==> config.mk <==
export PLATFORM = sky130hd
export DESIGN_NAME = audio_clk_detect
export DESIGN_NICKNAME = d
export VERILOG_FILES = /design/src/rtl/acd_pkg.sv /design/src/rtl/acd_edge_sync.sv /design/src/rtl/acd_frame_meter.sv /design/src/rtl/acd_confirm.sv /design/src/rtl/audio_clk_detect.sv
export SDC_FILE = /design/constraint.sdc
export NUM_CORES = 1
export LEC_CHECK = 0
export ABC_CLOCK_PERIOD_IN_PS = 2630
export BUFFER_PORTS_ARGS = -buffer_cell sky130_fd_sc_hd__buf_2
export CORE_MARGIN = 2
export CORE_UTILIZATION = 45
export CTS_CLUSTER_SIZE = 25
export DETAILED_ROUTE_END_ITERATION = 16
export PLACE_DENSITY = 0.59
export SLEW_MARGIN = 20
export SYNTH_ARGS = -nofsm -noshare
export SYNTH_HDL_FRONTEND = slang
export SYNTH_SLANG_ARGS = --single-unit
==> constraint.sdc <==
create_clock -name clk -period 2.63 [get_ports clk]
set_input_delay 0.263 -clock clk [delete_from_list [all_inputs] [get_ports clk]]
set_output_delay 0.263 -clock clk [all_outputs]
set_load 0.1 [all_outputs]
==> src/rtl/acd_pkg.sv <==
package acd_pkg;

    localparam int BITS_W = 8;

    typedef enum logic [1:0] {
        GRP_32K    = 2'd0,
        GRP_NORMAL = 2'd1,
        GRP_DOUBLE = 2'd2,
        GRP_QUAD   = 2'd3
    } rate_grp_e;

    typedef enum logic [1:0] {
        BR_32  = 2'd0,
        BR_48  = 2'd1,
        BR_64  = 2'd2,
        BR_BAD = 2'd3
    } bclk_ratio_e;

    typedef struct packed {
        rate_grp_e   grp;
        bclk_ratio_e ratio;
    } det_res_t;

    localparam det_res_t DET_RESET = '{grp: GRP_32K, ratio: BR_BAD};

    function automatic bclk_ratio_e ratio_of(input logic [BITS_W-1:0] bits);
        case (bits)
            8'd32:   return BR_32;
            8'd48:   return BR_48;
            8'd64:   return BR_64;
            default: return BR_BAD;
        endcase
    endfunction

    function automatic rate_grp_e grp_of(input logic [31:0] per,
                                         input logic [31:0] th_q,
                                         input logic [31:0] th_d,
                                         input logic [31:0] th_n);
        if (per < th_q)      return GRP_QUAD;
        else if (per < th_d) return GRP_DOUBLE;
        else if (per < th_n) return GRP_NORMAL;
        else                 return GRP_32K;
    endfunction

endpackage

==> src/rtl/acd_edge_sync.sv <==
module acd_edge_sync #(
    parameter int N = 3
) (
    input  logic         clk,
    input  logic         rst,
    input  logic [N-1:0] din,
    output logic [N-1:0] rise
);
    logic [N-1:0] s1, s2, s3;

    always_ff @(posedge clk) begin
        if (rst) begin
            s1 <= '0;
            s2 <= '0;
            s3 <= '0;
        end else begin
            s1 <= din;
            s2 <= s1;
            s3 <= s2;
        end
    end

    assign rise = s2 & ~s3;
endmodule

==> src/rtl/acd_frame_meter.sv <==
module acd_frame_meter
    import acd_pkg::*;
#(
    parameter int PER_W        = 12,
    parameter int MCLK_TIMEOUT = 256
) (
    input  logic              clk,
    input  logic              rst,
    input  logic              lr_rise,
    input  logic              b_rise,
    input  logic              m_rise,
    output logic              meas_vld,
    output logic [PER_W-1:0]  meas_per,
    output logic [BITS_W-1:0] meas_bits,
    output logic [PER_W-1:0]  meas_mcnt,
    output logic              m_absent
);
    localparam int IDLE_W = $clog2(MCLK_TIMEOUT + 1);
    localparam logic [PER_W-1:0]  PER_MAX  = '1;
    localparam logic [BITS_W-1:0] BITS_MAX = '1;
    localparam logic [IDLE_W-1:0] IDLE_LIM = IDLE_W'(MCLK_TIMEOUT);

    logic [PER_W-1:0]  per_cnt;
    logic [BITS_W-1:0] bit_cnt;
    logic [PER_W-1:0]  m_cnt;
    logic [IDLE_W-1:0] idle_cnt;
    logic [BITS_W-1:0] bits_next;
    logic [PER_W-1:0]  mcnt_next;

    always_comb begin
        bits_next = (b_rise && bit_cnt != BITS_MAX) ? bit_cnt + 1'b1 : bit_cnt;
        mcnt_next = (m_rise && m_cnt != PER_MAX) ? m_cnt + 1'b1 : m_cnt;
    end

    always_ff @(posedge clk) begin
        if (rst) begin
            per_cnt   <= '0;
            bit_cnt   <= '0;
            m_cnt     <= '0;
            idle_cnt  <= '0;
            meas_vld  <= 1'b0;
            meas_per  <= '0;
            meas_bits <= '0;
            meas_mcnt <= '0;
        end else begin
            meas_vld <= lr_rise;
            if (lr_rise) begin
                meas_per  <= per_cnt;
                meas_bits <= bits_next;
                meas_mcnt <= mcnt_next;
                per_cnt   <= PER_W'(1);
                bit_cnt   <= '0;
                m_cnt     <= '0;
            end else begin
                if (per_cnt != PER_MAX) per_cnt <= per_cnt + 1'b1;
                bit_cnt <= bits_next;
                m_cnt   <= mcnt_next;
            end
            if (m_rise)                    idle_cnt <= '0;
            else if (idle_cnt != IDLE_LIM) idle_cnt <= idle_cnt + 1'b1;
        end
    end

    assign m_absent = (idle_cnt == IDLE_LIM);

    // a measurement is only published right after a frame edge
    a_r2_meas_after_frame: assert property (@(posedge clk) disable iff (rst)
        meas_vld |-> $past(lr_rise));

    // a master-clock edge always lifts the absence flag
    a_r6_edge_clears_absent: assert property (@(posedge clk) disable iff (rst)
        m_rise |=> !m_absent);
endmodule

==> src/rtl/acd_confirm.sv <==
module acd_confirm
    import acd_pkg::*;
#(
    parameter int PER_W         = 12,
    parameter int TH_QUAD       = 390,
    parameter int TH_DOUBLE     = 780,
    parameter int TH_NORMAL     = 1350,
    parameter int STABLE_FRAMES = 4
) (
    input  logic              clk,
    input  logic              rst,
    input  logic              meas_vld,
    input  logic [PER_W-1:0]  meas_per,
    input  logic [BITS_W-1:0] meas_bits,
    input  logic [PER_W-1:0]  meas_mcnt,
    input  logic              m_absent,
    output det_res_t          det,
    output logic              det_ok,
    output logic              mclk_stable
);
    localparam int STAB_W = $clog2(STABLE_FRAMES + 1);
    localparam logic [STAB_W-1:0] STAB_LIM = STAB_W'(STABLE_FRAMES - 1);

    det_res_t          cand, prev;
    logic              have_prev;
    logic [PER_W-1:0]  prev_mcnt;
    logic [STAB_W-1:0] stab_cnt;

    always_comb begin
        cand.grp   = grp_of(32'(meas_per), 32'(TH_QUAD), 32'(TH_DOUBLE), 32'(TH_NORMAL));
        cand.ratio = ratio_of(meas_bits);
    end

    always_ff @(posedge clk) begin
        if (rst) begin
            det       <= DET_RESET;
            det_ok    <= 1'b0;
            prev      <= DET_RESET;
            have_prev <= 1'b0;
            prev_mcnt <= '0;
            stab_cnt  <= '0;
        end else begin
            if (meas_vld) begin
                prev      <= cand;
                have_prev <= 1'b1;
                if (have_prev && cand == prev) begin
                    det    <= cand;
                    det_ok <= 1'b1;
                end
            end
            if (m_absent) begin
                stab_cnt <= '0;
            end else if (meas_vld) begin
                prev_mcnt <= meas_mcnt;
                if (meas_mcnt == prev_mcnt && meas_mcnt != '0) begin
                    if (stab_cnt != STAB_LIM) stab_cnt <= stab_cnt + 1'b1;
                end else begin
                    stab_cnt <= '0;
                end
            end
        end
    end

    assign mclk_stable = (stab_cnt == STAB_LIM);

    // the confirmed result moves only on a measurement that follows another
    a_r3_update_on_pair: assert property (@(posedge clk) disable iff (rst)
        !$stable(det) |-> ($past(meas_vld) && $past(have_prev)));

    // a missing master clock withdraws stability at once
    a_r7_absent_drops_stable: assert property (@(posedge clk) disable iff (rst)
        m_absent |=> !mclk_stable);
endmodule

==> src/rtl/audio_clk_detect.sv <==
module audio_clk_detect
    import acd_pkg::*;
#(
    parameter int TH_QUAD       = 390,
    parameter int TH_DOUBLE     = 780,
    parameter int TH_NORMAL     = 1350,
    parameter int MCLK_TIMEOUT  = 256,
    parameter int STABLE_FRAMES = 4
) (
    input  logic       clk,
    input  logic       rst,
    input  logic       mclk_in,
    input  logic       bclk_in,
    input  logic       lrclk_in,
    input  logic       auto_en,
    input  logic       deemph_en,
    input  logic       am_avoid_en,
    input  logic [1:0] manual_rate,
    output logic [1:0] rate_grp,
    output logic [1:0] bclk_ratio,
    output logic       clk_valid,
    output logic       use_osc
);
    localparam int PER_W = $clog2(TH_NORMAL) + 2;

    logic [2:0]        rise;
    logic              meas_vld;
    logic [PER_W-1:0]  meas_per;
    logic [BITS_W-1:0] meas_bits;
    logic [PER_W-1:0]  meas_mcnt;
    logic              m_absent;
    det_res_t          det;
    logic              det_ok;
    logic              mclk_stable;
    logic              manual_sel;

    acd_edge_sync #(.N(3)) u_sync (
        .clk  (clk),
        .rst  (rst),
        .din  ({mclk_in, bclk_in, lrclk_in}),
        .rise (rise)
    );

    acd_frame_meter #(.PER_W(PER_W), .MCLK_TIMEOUT(MCLK_TIMEOUT)) u_meter (
        .clk       (clk),
        .rst       (rst),
        .lr_rise   (rise[0]),
        .b_rise    (rise[1]),
        .m_rise    (rise[2]),
        .meas_vld  (meas_vld),
        .meas_per  (meas_per),
        .meas_bits (meas_bits),
        .meas_mcnt (meas_mcnt),
        .m_absent  (m_absent)
    );

    acd_confirm #(
        .PER_W(PER_W), .TH_QUAD(TH_QUAD), .TH_DOUBLE(TH_DOUBLE),
        .TH_NORMAL(TH_NORMAL), .STABLE_FRAMES(STABLE_FRAMES)
    ) u_confirm (
        .clk         (clk),
        .rst         (rst),
        .meas_vld    (meas_vld),
        .meas_per    (meas_per),
        .meas_bits   (meas_bits),
        .meas_mcnt   (meas_mcnt),
        .m_absent    (m_absent),
        .det         (det),
        .det_ok      (det_ok),
        .mclk_stable (mclk_stable)
    );

    assign manual_sel = !auto_en || deemph_en || am_avoid_en;

    always_ff @(posedge clk) begin
        if (rst) begin
            rate_grp   <= GRP_32K;
            bclk_ratio <= BR_BAD;
            clk_valid  <= 1'b0;
            use_osc    <= 1'b1;
        end else begin
            rate_grp   <= manual_sel ? manual_rate : det.grp;
            bclk_ratio <= det.ratio;
            clk_valid  <= det_ok && (det.ratio != BR_BAD);
            use_osc    <= m_absent || !mclk_stable;
        end
    end

    // a forced manual selection shows the written code one cycle later
    a_r5_manual_code: assert property (@(posedge clk) disable iff (rst)
        manual_sel |=> rate_grp == $past(manual_rate));

    // valid clocking never coexists with an illegal ratio
    a_r4_valid_legal: assert property (@(posedge clk) disable iff (rst)
        clk_valid |-> bclk_ratio != 2'd3);

    // an absent master clock selects the oscillator
    a_r6_absent_osc: assert property (@(posedge clk) disable iff (rst)
        m_absent |=> use_osc);
endmodule

==> key figures, run 1 <==
Outcome
  • Outcome: complete, no violations

Synth
  • Share of the synthesized area in the top cell type: between 40% and 50%
  • Leading area contributor after synthesis: sky130_fd_sc_hd__dfxtp_1
  • EDFF count, synth: 0
  • Number of synthesized register bits: 118
  • Post-synthesis instance area: between 4000 and 5000 sq um
  • Sequential cell area fraction in the yosys report: about 49%
  • Post-synth cell types: slightly below 50
  • Async SR Flop Fraction: 0%
  • Synthesis Warnings: 0
  • Post-Syn Instances: 540
  • Top FF cell, synth: sky130_fd_sc_hd__dfxtp_1
  • Top cells by area, synth: sky130_fd_sc_hd__dfxtp_1 (49%), sky130_fd_sc_hd__xor2_1 (5.8%), sky130_fd_sc_hd__nand2_1 (5.0%), sky130_fd_sc_hd__nor2_1 (4.1%), sky130_fd_sc_hd__o21ai_0 (3.8%)
  • Per-instance average area after synthesis: ~9 sq um
  • Net count after synthesis: 557

CTS
  • Clock input transition at the sequential cells of the worst setup and hold paths: ~0.06 ns
  • Clock insertion delay at the later pin of the skew report: between 0.5 and 0.6 ns
  • Post-cts gate resize count: 0
  • Clock root buffer: sky130_fd_sc_hd__clkbuf_8
  • H-Tree Depth: 4
  • Number of buffers created by CTS: 17
  • Number of buffers on the longest clock path: 2
  • Clock tree from TritonCTS: yes
  • Number of clock sinks seen by CTS: between 100 and 150

STA
  • Maximum clock frequency: ~0.53 GHz
  • Relative slew margins: roughly 62%
  • Final total negative setup slack: 0 ns
  • Final setup violating endpoints: 0
  • Time the final worst path needs with I/O delays and setup: 1.89 ns
  • Transition time at the pin with the least slew margin: roughly 0.55 ns
  • Tcrit/Tclk final: between 70% and 80%
  • Fin Clk Skew: between 0.007 and 0.008 ns
  • Number of endpoints with negative hold slack in the final report: 0
  • Max Slew Vio Count: 0
  • Hold slack: about 0.12 ns
  • Setup repair after global routing missed its margin: no

GRT
  • Global-route congestion overflow total: 0
  • Pin count of the biggest net entering global routing: 33
  • Via count of the first global-routing pass: 3542
  • Number of antenna violations at the first check in global routing: 0
  • Total global-route track usage: roughly 18%
  • Global-route wire length before repair: between 15000 and 20000 um

Detailed routing
  • TritonRoute pass-1 iters: 5
  • Drt total wl: around 9000 um
  • Post-route DRC: 0
  • Via density per instance: roughly 5.2
  • First-iteration detailed-routing DRC count: between 200 and 300
  • Number of vias in the routed layout: 3698
  • Post-detailed-route count of antenna-violating nets: 0
  • Average detailed-routed wire length per instance: about 13 um

Setup path
  • Worst flop-to-flop path startpoint: u_meter.meas_per[4]$_SDFFE_PP0P_
  • Critical path peak fanout: 3
  • Required @ worst endpoint: 3.02 ns
  • Worst Setup SP: u_meter.meas_per[4]$_SDFFE_PP0P_
  • Nature of the critical path endpoint: register
  • Worst Path Class, Setup: reg -> reg
  • Sort of element at the start of the critical path: register
  • Arrival @ worst endpoint: 2.28 ns

Finish
  • Commonest non-fill, non-tap cell in the layout: sky130_fd_sc_hd__dfxtp_1
  • Post-layout instance area: roughly 5700 sq um
  • Antenna diode count: 0
  • Layout overhead on the synthesized area: 18.5%
  • Number of standard cells in the layout, taps in and fillers out: 713
  • Number of nets in the finished design: just under 600
  • Fraction of layout instances using a drive strength above 1: around 11%
  • Highest-count cells in the layout ignoring fill and taps: sky130_fd_sc_hd__dfxtp_1 (118), sky130_fd_sc_hd__nand2_1 (64), sky130_fd_sc_hd__nor2_1 (53)

Die
  • Core box area: roughly 10000 sq um
  • Floorplan die area: approximately 12000 sq um
  • Row Count: 37
  • Initial core utilization: roughly 46%
  • Die Ht: between 100 and 150 um
  • I/O pin count: 16
  • X dimension of the die: 107 um

Power and ir drop
  • Part of the power in combinational logic: ~3.1%
  • Leakage: between 2 and 2.5 nW
  • Internal power: ~3.4 mW
  • Fraction of power spent switching nets: 21.6%
  • VDD IR-drop max: 491 uV
  • P_sw: roughly 0.94 mW
  • Clock share of power: a little under three fifths
  • Power Density: roughly 770 nW/um^2
  • Part of the power in registers: 41.9%

Placed design
  • Routability-driven placement congestion ratio: 0.828
  • Total placed cells including tap cells: 676
  • # port buffers: 15
  • HPWL reported at the end of detailed placement: about 6200 um
  • Total placed instance area: about 5000 sq um

Min path
  • Kind of path behind the tightest hold check: in -> reg
  • Critical hold path startpoint: deemph_en

Job
  • Max-capacitance violation count: 0
==> cells in the mapped netlist, types with 3 or more instances <==
cell type and count:
sky130_fd_sc_hd__nor2b_1 16, sky130_fd_sc_hd__nor3_1 5, sky130_fd_sc_hd__nand2b_1 7, sky130_fd_sc_hd__a31oi_1 3
sky130_fd_sc_hd__a21boi_0 3, sky130_fd_sc_hd__o21ai_0 37, sky130_fd_sc_hd__and4_1 3, sky130_fd_sc_hd__mux2i_1 8
sky130_fd_sc_hd__clkbuf_1 18, sky130_fd_sc_hd__or3_1 7, sky130_fd_sc_hd__dfxtp_1 118, sky130_fd_sc_hd__ha_1 7
sky130_fd_sc_hd__nor4b_1 3, sky130_fd_sc_hd__nand3_1 34, sky130_fd_sc_hd__nand4_1 13, sky130_fd_sc_hd__nand2_1 64
sky130_fd_sc_hd__inv_1 14, sky130_fd_sc_hd__a21oi_1 30, sky130_fd_sc_hd__nor2_1 53, sky130_fd_sc_hd__nor4_1 5
sky130_fd_sc_hd__a22o_1 9, sky130_fd_sc_hd__nor3b_1 3, sky130_fd_sc_hd__xnor2_1 14, sky130_fd_sc_hd__and3_1 5
sky130_fd_sc_hd__xor2_1 32
==> critical path, cell delays in order, from the launching register on <==
cell and delay (ns):
sky130_fd_sc_hd__dfxtp_1 0.32, sky130_fd_sc_hd__nor4_1 0.48, sky130_fd_sc_hd__o211ai_1 0.19, sky130_fd_sc_hd__xor2_1 0.20, sky130_fd_sc_hd__o2111ai_1 0.21, sky130_fd_sc_hd__o21ai_0 0.27, sky130_fd_sc_hd__a21oi_1 0.10
==> sequential cells by signal, summed over array words and instances, names as in the netlist, 2 cells and up <==
name and cells:
u_confirm.prev_mcnt 13, bclk_ratio 2, u_meter.bit_cnt 8, u_sync.s1 3, u_confirm.stab_cnt 3, u_sync.s2 3
u_meter.m_cnt 13, rate_grp 2, u_meter.meas_bits 8, u_sync.s3 3, u_meter.meas_mcnt 13, u_confirm.prev 4
u_meter.idle_cnt 9, u_confirm.det 4, u_meter.per_cnt 13, u_meter.meas_per 12
==> final timing paths <==
path	end	slack, ns	cells after the start
worst min register to register	u_sync.s2[1]$_SDFF_PP0_	0.44	1
worst min-delay path	rate_grp[0]$_SDFF_PP0_	0.12	4
worst max-delay path	u_confirm.det[3]$_SDFFE_PP0P_	0.74	6
worst max register to register	u_confirm.det[3]$_SDFFE_PP0P_	0.74	6
==> routing by layer <==
layer	track usage [%]	part of all wire, %
met5	0	0
met1	24.1	52
met2	26.9	44
met3	4.78	3.9
met4	7.88	0.58
==> cell families after synthesis <==
family,count (synthesis),share of synthesized area (%)
xor+xnor,46,8.37
compound gates,99,13.0
flops,118,49.1
fa+ha+maj,7,1.82
simple gates,227,23.3
mux,8,1.66
buf+inv,35,2.76
==> metrics by stage <==
step	setup slack [ns]	util (%)	power (mW)
6_report	0.737	55.0	4.37
3_5_place_dp	0.785	48.4	2.00
3_3_place_gp	0.824	48.4	2.00
5_1_grt	0.475	55.0	4.54
2_1_floorplan	0.999	-	1.96
4_1_cts	0.683	55.0	4.43
==> timing repair <==
item,4_1_cts,5_1_grt
setup endpoints to repair,0,0
buffers inserted,0,0
hold endpoints to repair,5,0
hold buffers,5,0
==> layout make-up <==
cell class / count / area (sq um)
flip-flops and latches: 118 / 2360
well taps: 136 / 170
clock inverters: 14 / 201
multi-input cells: 387 / 2320
repair buffers: 26 / 170
fillers: 926 / 4670
clock buffers: 18 / 428
inverters: 14 / 52.6
==> power groups by stage <==
stage | clock, mW | combinational (mW) | sequential (mW)
after detailed placement | 0 | 0.129 | 1.87
after global placement | 0 | 0.127 | 1.87
final | 2.41 | 0.134 | 1.83
after CTS | 2.46 | 0.136 | 1.83
after global routing | 2.55 | 0.150 | 1.83
after floorplan | 0 | 0.0854 | 1.88
(Power assumes the default switching activity.)
==> inputs of run 2 (changes only) <==
Settings changed: ABC_CLOCK_PERIOD_IN_PS 2630 to 1700, PLACE_DENSITY 0.59 to 0.61.
Clock period 2.63 ns to 1.7 ns, I/O delays scaled along.
==> run 2 against run 1 <==
The flow now finishes with violations (negative setup slack). Non-clock buffer count rose by 33. Clock-buffer cell count rose by 6. Combinational power rose by 80%. Maximum frequency rose by 10%. Cell count rose by 4.6%. Cell area rose by 6.8%. Largest power group unchanged.
==> key figures, run 2 (synthesis gave the netlist of run 1 again) <==
Outcome
  • Outcome: finished with violations (was complete, no violations)
  • Violated checks: negative setup slack

CTS
  • Clock insertion delay at the later pin of the skew report: 0.53 ns (was 0.51 ns)
  • H-Tree Depth: 4 (unchanged)
  • Clock root buffer: sky130_fd_sc_hd__clkbuf_8 (unchanged)
  • Clock input transition at the sequential cells of the worst setup and hold paths: 0.06 ns (about the same)
  • Number of clock sinks seen by CTS: 118 (unchanged)
  • Clock tree from TritonCTS: yes (unchanged)
  • Number of buffers on the longest clock path: 2 (unchanged)
  • Number of buffers created by CTS: 17 (unchanged)

Setup path
  • Arrival @ worst endpoint: 2.17 ns (was 2.28 ns)
  • Worst Path Class, Setup: reg -> reg (unchanged)
  • Nature of the critical path endpoint: register (unchanged)
  • Sort of element at the start of the critical path: register (unchanged)
  • Slack of the worst reg-to-reg path: -0.02 ns (was 0.74 ns)
  • Count of cells along the worst register-to-register path: 6 (unchanged)
  • Worst flop-to-flop path startpoint: u_meter.meas_bits[7]$_SDFFE_PP0P_ (was u_meter.meas_per[4]$_SDFFE_PP0P_)
  • Critical register-to-register path endpoint: u_confirm.det[2]$_SDFFE_PP0P_ (was u_confirm.det[3]$_SDFFE_PP0P_)
  • Slowest stage cell, crit path: sky130_fd_sc_hd__or4_4 (was sky130_fd_sc_hd__nor4_1)
  • Critical path peak fanout: 5 (was 3)
  • Longest individual stage delay on the worst path: 0.55 ns (was 0.48 ns)
  • Largest delay share family, worst path: simple AND/OR/NAND/NOR gates (was compound AO/OA/AOI/OAI gates)
  • Required @ worst endpoint: 2.15 ns (was 3.02 ns)
  • Cells along the critical path: or4_4 -> nor2_4 -> a21boi_2 -> o2111a_2 -> nand3_2 -> a31oi_1 (was nor4_1 -> o211ai_1 -> xor2_1 -> o2111ai_1 -> o21ai_0 -> a21oi_1)
  • Buffers and inverters on the worst path: 0 (unchanged)

Detailed routing
  • Number of vias in the routed layout: 3867 (was 3698)
  • First-iteration detailed-routing DRC count: 201 (was 255)
  • Average detailed-routed wire length per instance: 13.2 um (was 13.0 um)
  • TritonRoute pass-1 iters: 4 (was 5)
  • Post-detailed-route count of antenna-violating nets: 0 (unchanged)
  • Via density per instance: 5.18 (was 5.19)
  • Drt total wl: 9810 um (was 9270 um)
  • Post-route DRC: 0 (unchanged)

Placed design
  • HPWL reported at the end of detailed placement: 6560 um (was 6220 um)
  • # port buffers: 15 (unchanged)
  • Placement-stage worst setup slack: -0.134 ns (was 0.785 ns)
  • Routability-driven placement congestion ratio: 0.795 (was 0.828)
  • Total placed cells including tap cells: 703 (was 676)
  • Total placed instance area: 5250 sq um (was 5020 sq um)

STA
  • Final setup violating endpoints: 1 (was 0)
  • Number of endpoints with negative hold slack in the final report: 0 (unchanged)
  • Maximum clock frequency: 0.582 GHz (was 0.528 GHz)
  • Tcrit/Tclk final: 101% (was 72.0%)
  • Transition time at the pin with the least slew margin: 0.526 ns (was 0.550 ns)
  • Fin Clk Skew: 0.00641 ns (was 0.00749 ns)
  • Final total negative setup slack: -0.0172 ns (was 0 ns)
  • Max Slew Vio Count: 0 (unchanged)
  • Relative slew margins: 64.9% (was 62.4%)
  • Time the final worst path needs with I/O delays and setup: 1.72 ns (was 1.89 ns)
  • Worst-case setup margin in the final layout: -0.0172 ns (was 0.737 ns)
  • Setup repair after global routing missed its margin: yes (was no)

Finish
  • Highest-count cells in the layout ignoring fill and taps: sky130_fd_sc_hd__dfxtp_1 (113), sky130_fd_sc_hd__nand2_1 (64), sky130_fd_sc_hd__nor2_1 (53) (was sky130_fd_sc_hd__dfxtp_1 (118), sky130_fd_sc_hd__nand2_1 (64), sky130_fd_sc_hd__nor2_1 (53))
  • Antenna diode count: 0 (unchanged)
  • Fraction of layout instances using a drive strength above 1: 18.7% (was 11.1%)
  • Layout overhead on the synthesized area: 26.6% (was 18.5%)
  • Fillcell total: 942 (was 926)
  • Number of nets in the finished design: 614 (was 581)
  • Post-layout instance area: 6090 sq um (was 5700 sq um)
  • Commonest non-fill, non-tap cell in the layout: sky130_fd_sc_hd__dfxtp_1 (unchanged)
  • Number of standard cells in the layout, taps in and fillers out: 746 (was 713)

Power and ir drop
  • Final Total Pwr: 6.73 mW (was 4.37 mW)
  • VDD IR-drop max: 702 uV (was 491 uV)
  • Power Density: 1110 nW/um^2 (was 767 nW/um^2)
  • Leakage: 2.37 nW (was 2.15 nW)

Min path
  • Kind of path behind the tightest hold check: in -> reg (unchanged)
  • Number of instances on the worst hold path: 4 (unchanged)
  • Hold endpoint: u_meter.meas_bits[1]$_SDFFE_PP0P_ (was rate_grp[0]$_SDFF_PP0_)
  • Critical hold path startpoint: rst (was deemph_en)

GRT
  • Pin count of the biggest net entering global routing: 42 (was 33)
  • Total global-route track usage: 18.5% (was 17.9%)
  • Via count of the first global-routing pass: 3675 (was 3542)
  • Number of antenna violations at the first check in global routing: 0 (unchanged)
  • Global-route congestion overflow total: 0 (unchanged)
  • Global-route wire length before repair: 16800 um (was 16300 um)

Die
  • I/O pin count: 16 (unchanged)
  • Die Ht: 107 um (unchanged)
  • Core box area: 10400 sq um (unchanged)
  • Row Count: 37 (unchanged)
  • Initial core utilization: 46.4% (unchanged)
  • Floorplan die area: 11500 sq um (unchanged)
  • X dimension of the die: 107 um (unchanged)

Job
  • Max-capacitance violation count: 0 (unchanged)
==> run 2: how the worst max path moves through the flow <==
stage                     slack, ns                               from  cells past startpoint                                end
final                         -0.02  u_meter.meas_bits[7]$_SDFFE_PP0P_                      6      u_confirm.det[2]$_SDFFE_PP0P_
after global routing          -0.11   u_meter.meas_per[4]$_SDFFE_PP0P_                      7      u_confirm.det[2]$_SDFFE_PP0P_
after CTS                     -0.01        u_meter.m_cnt[8]$_SDFF_PP0_                      6  u_meter.meas_mcnt[9]$_SDFFE_PP0P_
after detailed placement      -0.13        u_meter.m_cnt[0]$_SDFF_PP0_                      7  u_meter.meas_mcnt[8]$_SDFFE_PP0P_
after global placement        -0.06        u_meter.m_cnt[0]$_SDFF_PP0_                      7  u_meter.meas_mcnt[8]$_SDFFE_PP0P_
after floorplan                0.07   u_meter.meas_per[2]$_SDFFE_PP0P_                      5      u_confirm.det_ok$_SDFFE_PP0P_
==> run 2: worst min-delay path, stage by stage <==
cell,delay (ns)
sky130_fd_sc_hd__buf_2,0.14
sky130_fd_sc_hd__nor2b_4,0.12
sky130_fd_sc_hd__nand2_1,0.08
sky130_fd_sc_hd__o21ai_0,0.06
==> run 2: area by class of cell <==
type                    instances  area [sq um]  share of cell area, %
clock buffers                  24           500                   8.22
flip-flops and latches        118          2370                   38.9
repair buffers                 59           452                   7.42
well taps                     136           170                   2.79
inverters                      14          52.6                  0.863
multi-input cells             387          2430                   39.9
clock inverters                 8           118                   1.93
==> run 2: what timing repair did <==
item / 4_1_cts / 5_1_grt
pin swaps: 3 / 12
endpoints found under the setup margin: 10 / 47
resized for setup: 8 / 26
endpoints found under the hold margin: 5 / 0
buffers inserted: 0 / 4
hold buffers: 7 / 0
==> run 2: routing by layer <==
layer | wire [um] | up-vias | global-route usage (%)
li1 | - | 1993 | -
met3 | 399 | 19 | 4.96
met4 | 218 | 0 | 9.16
met5 | 0 | - | 0
met1 | 4790 | 1777 | 23.7
met2 | 4400 | 78 | 28.8
==> run 2: stage by stage <==
step | utilization (%) | hold WS (ns)
6_report | 58.7 | 0.100
5_1_grt | 58.7 | 0.117
4_1_cts | 57.5 | 0.0795
3_5_place_dp | 50.6 | 0.388
3_3_place_gp | 50.6 | 0.386
2_1_floorplan | - | 0.298
==> run 2: power breakdown <==
part	leakage, nW	switching, mW	internal, mW	total (mW)
Clock	0.307	1.20	2.46	3.66
Sequential	0.957	0.0276	2.80	2.83
Combinational	1.11	0.144	0.0967	0.241
Total	2.37	1.38	5.36	6.73
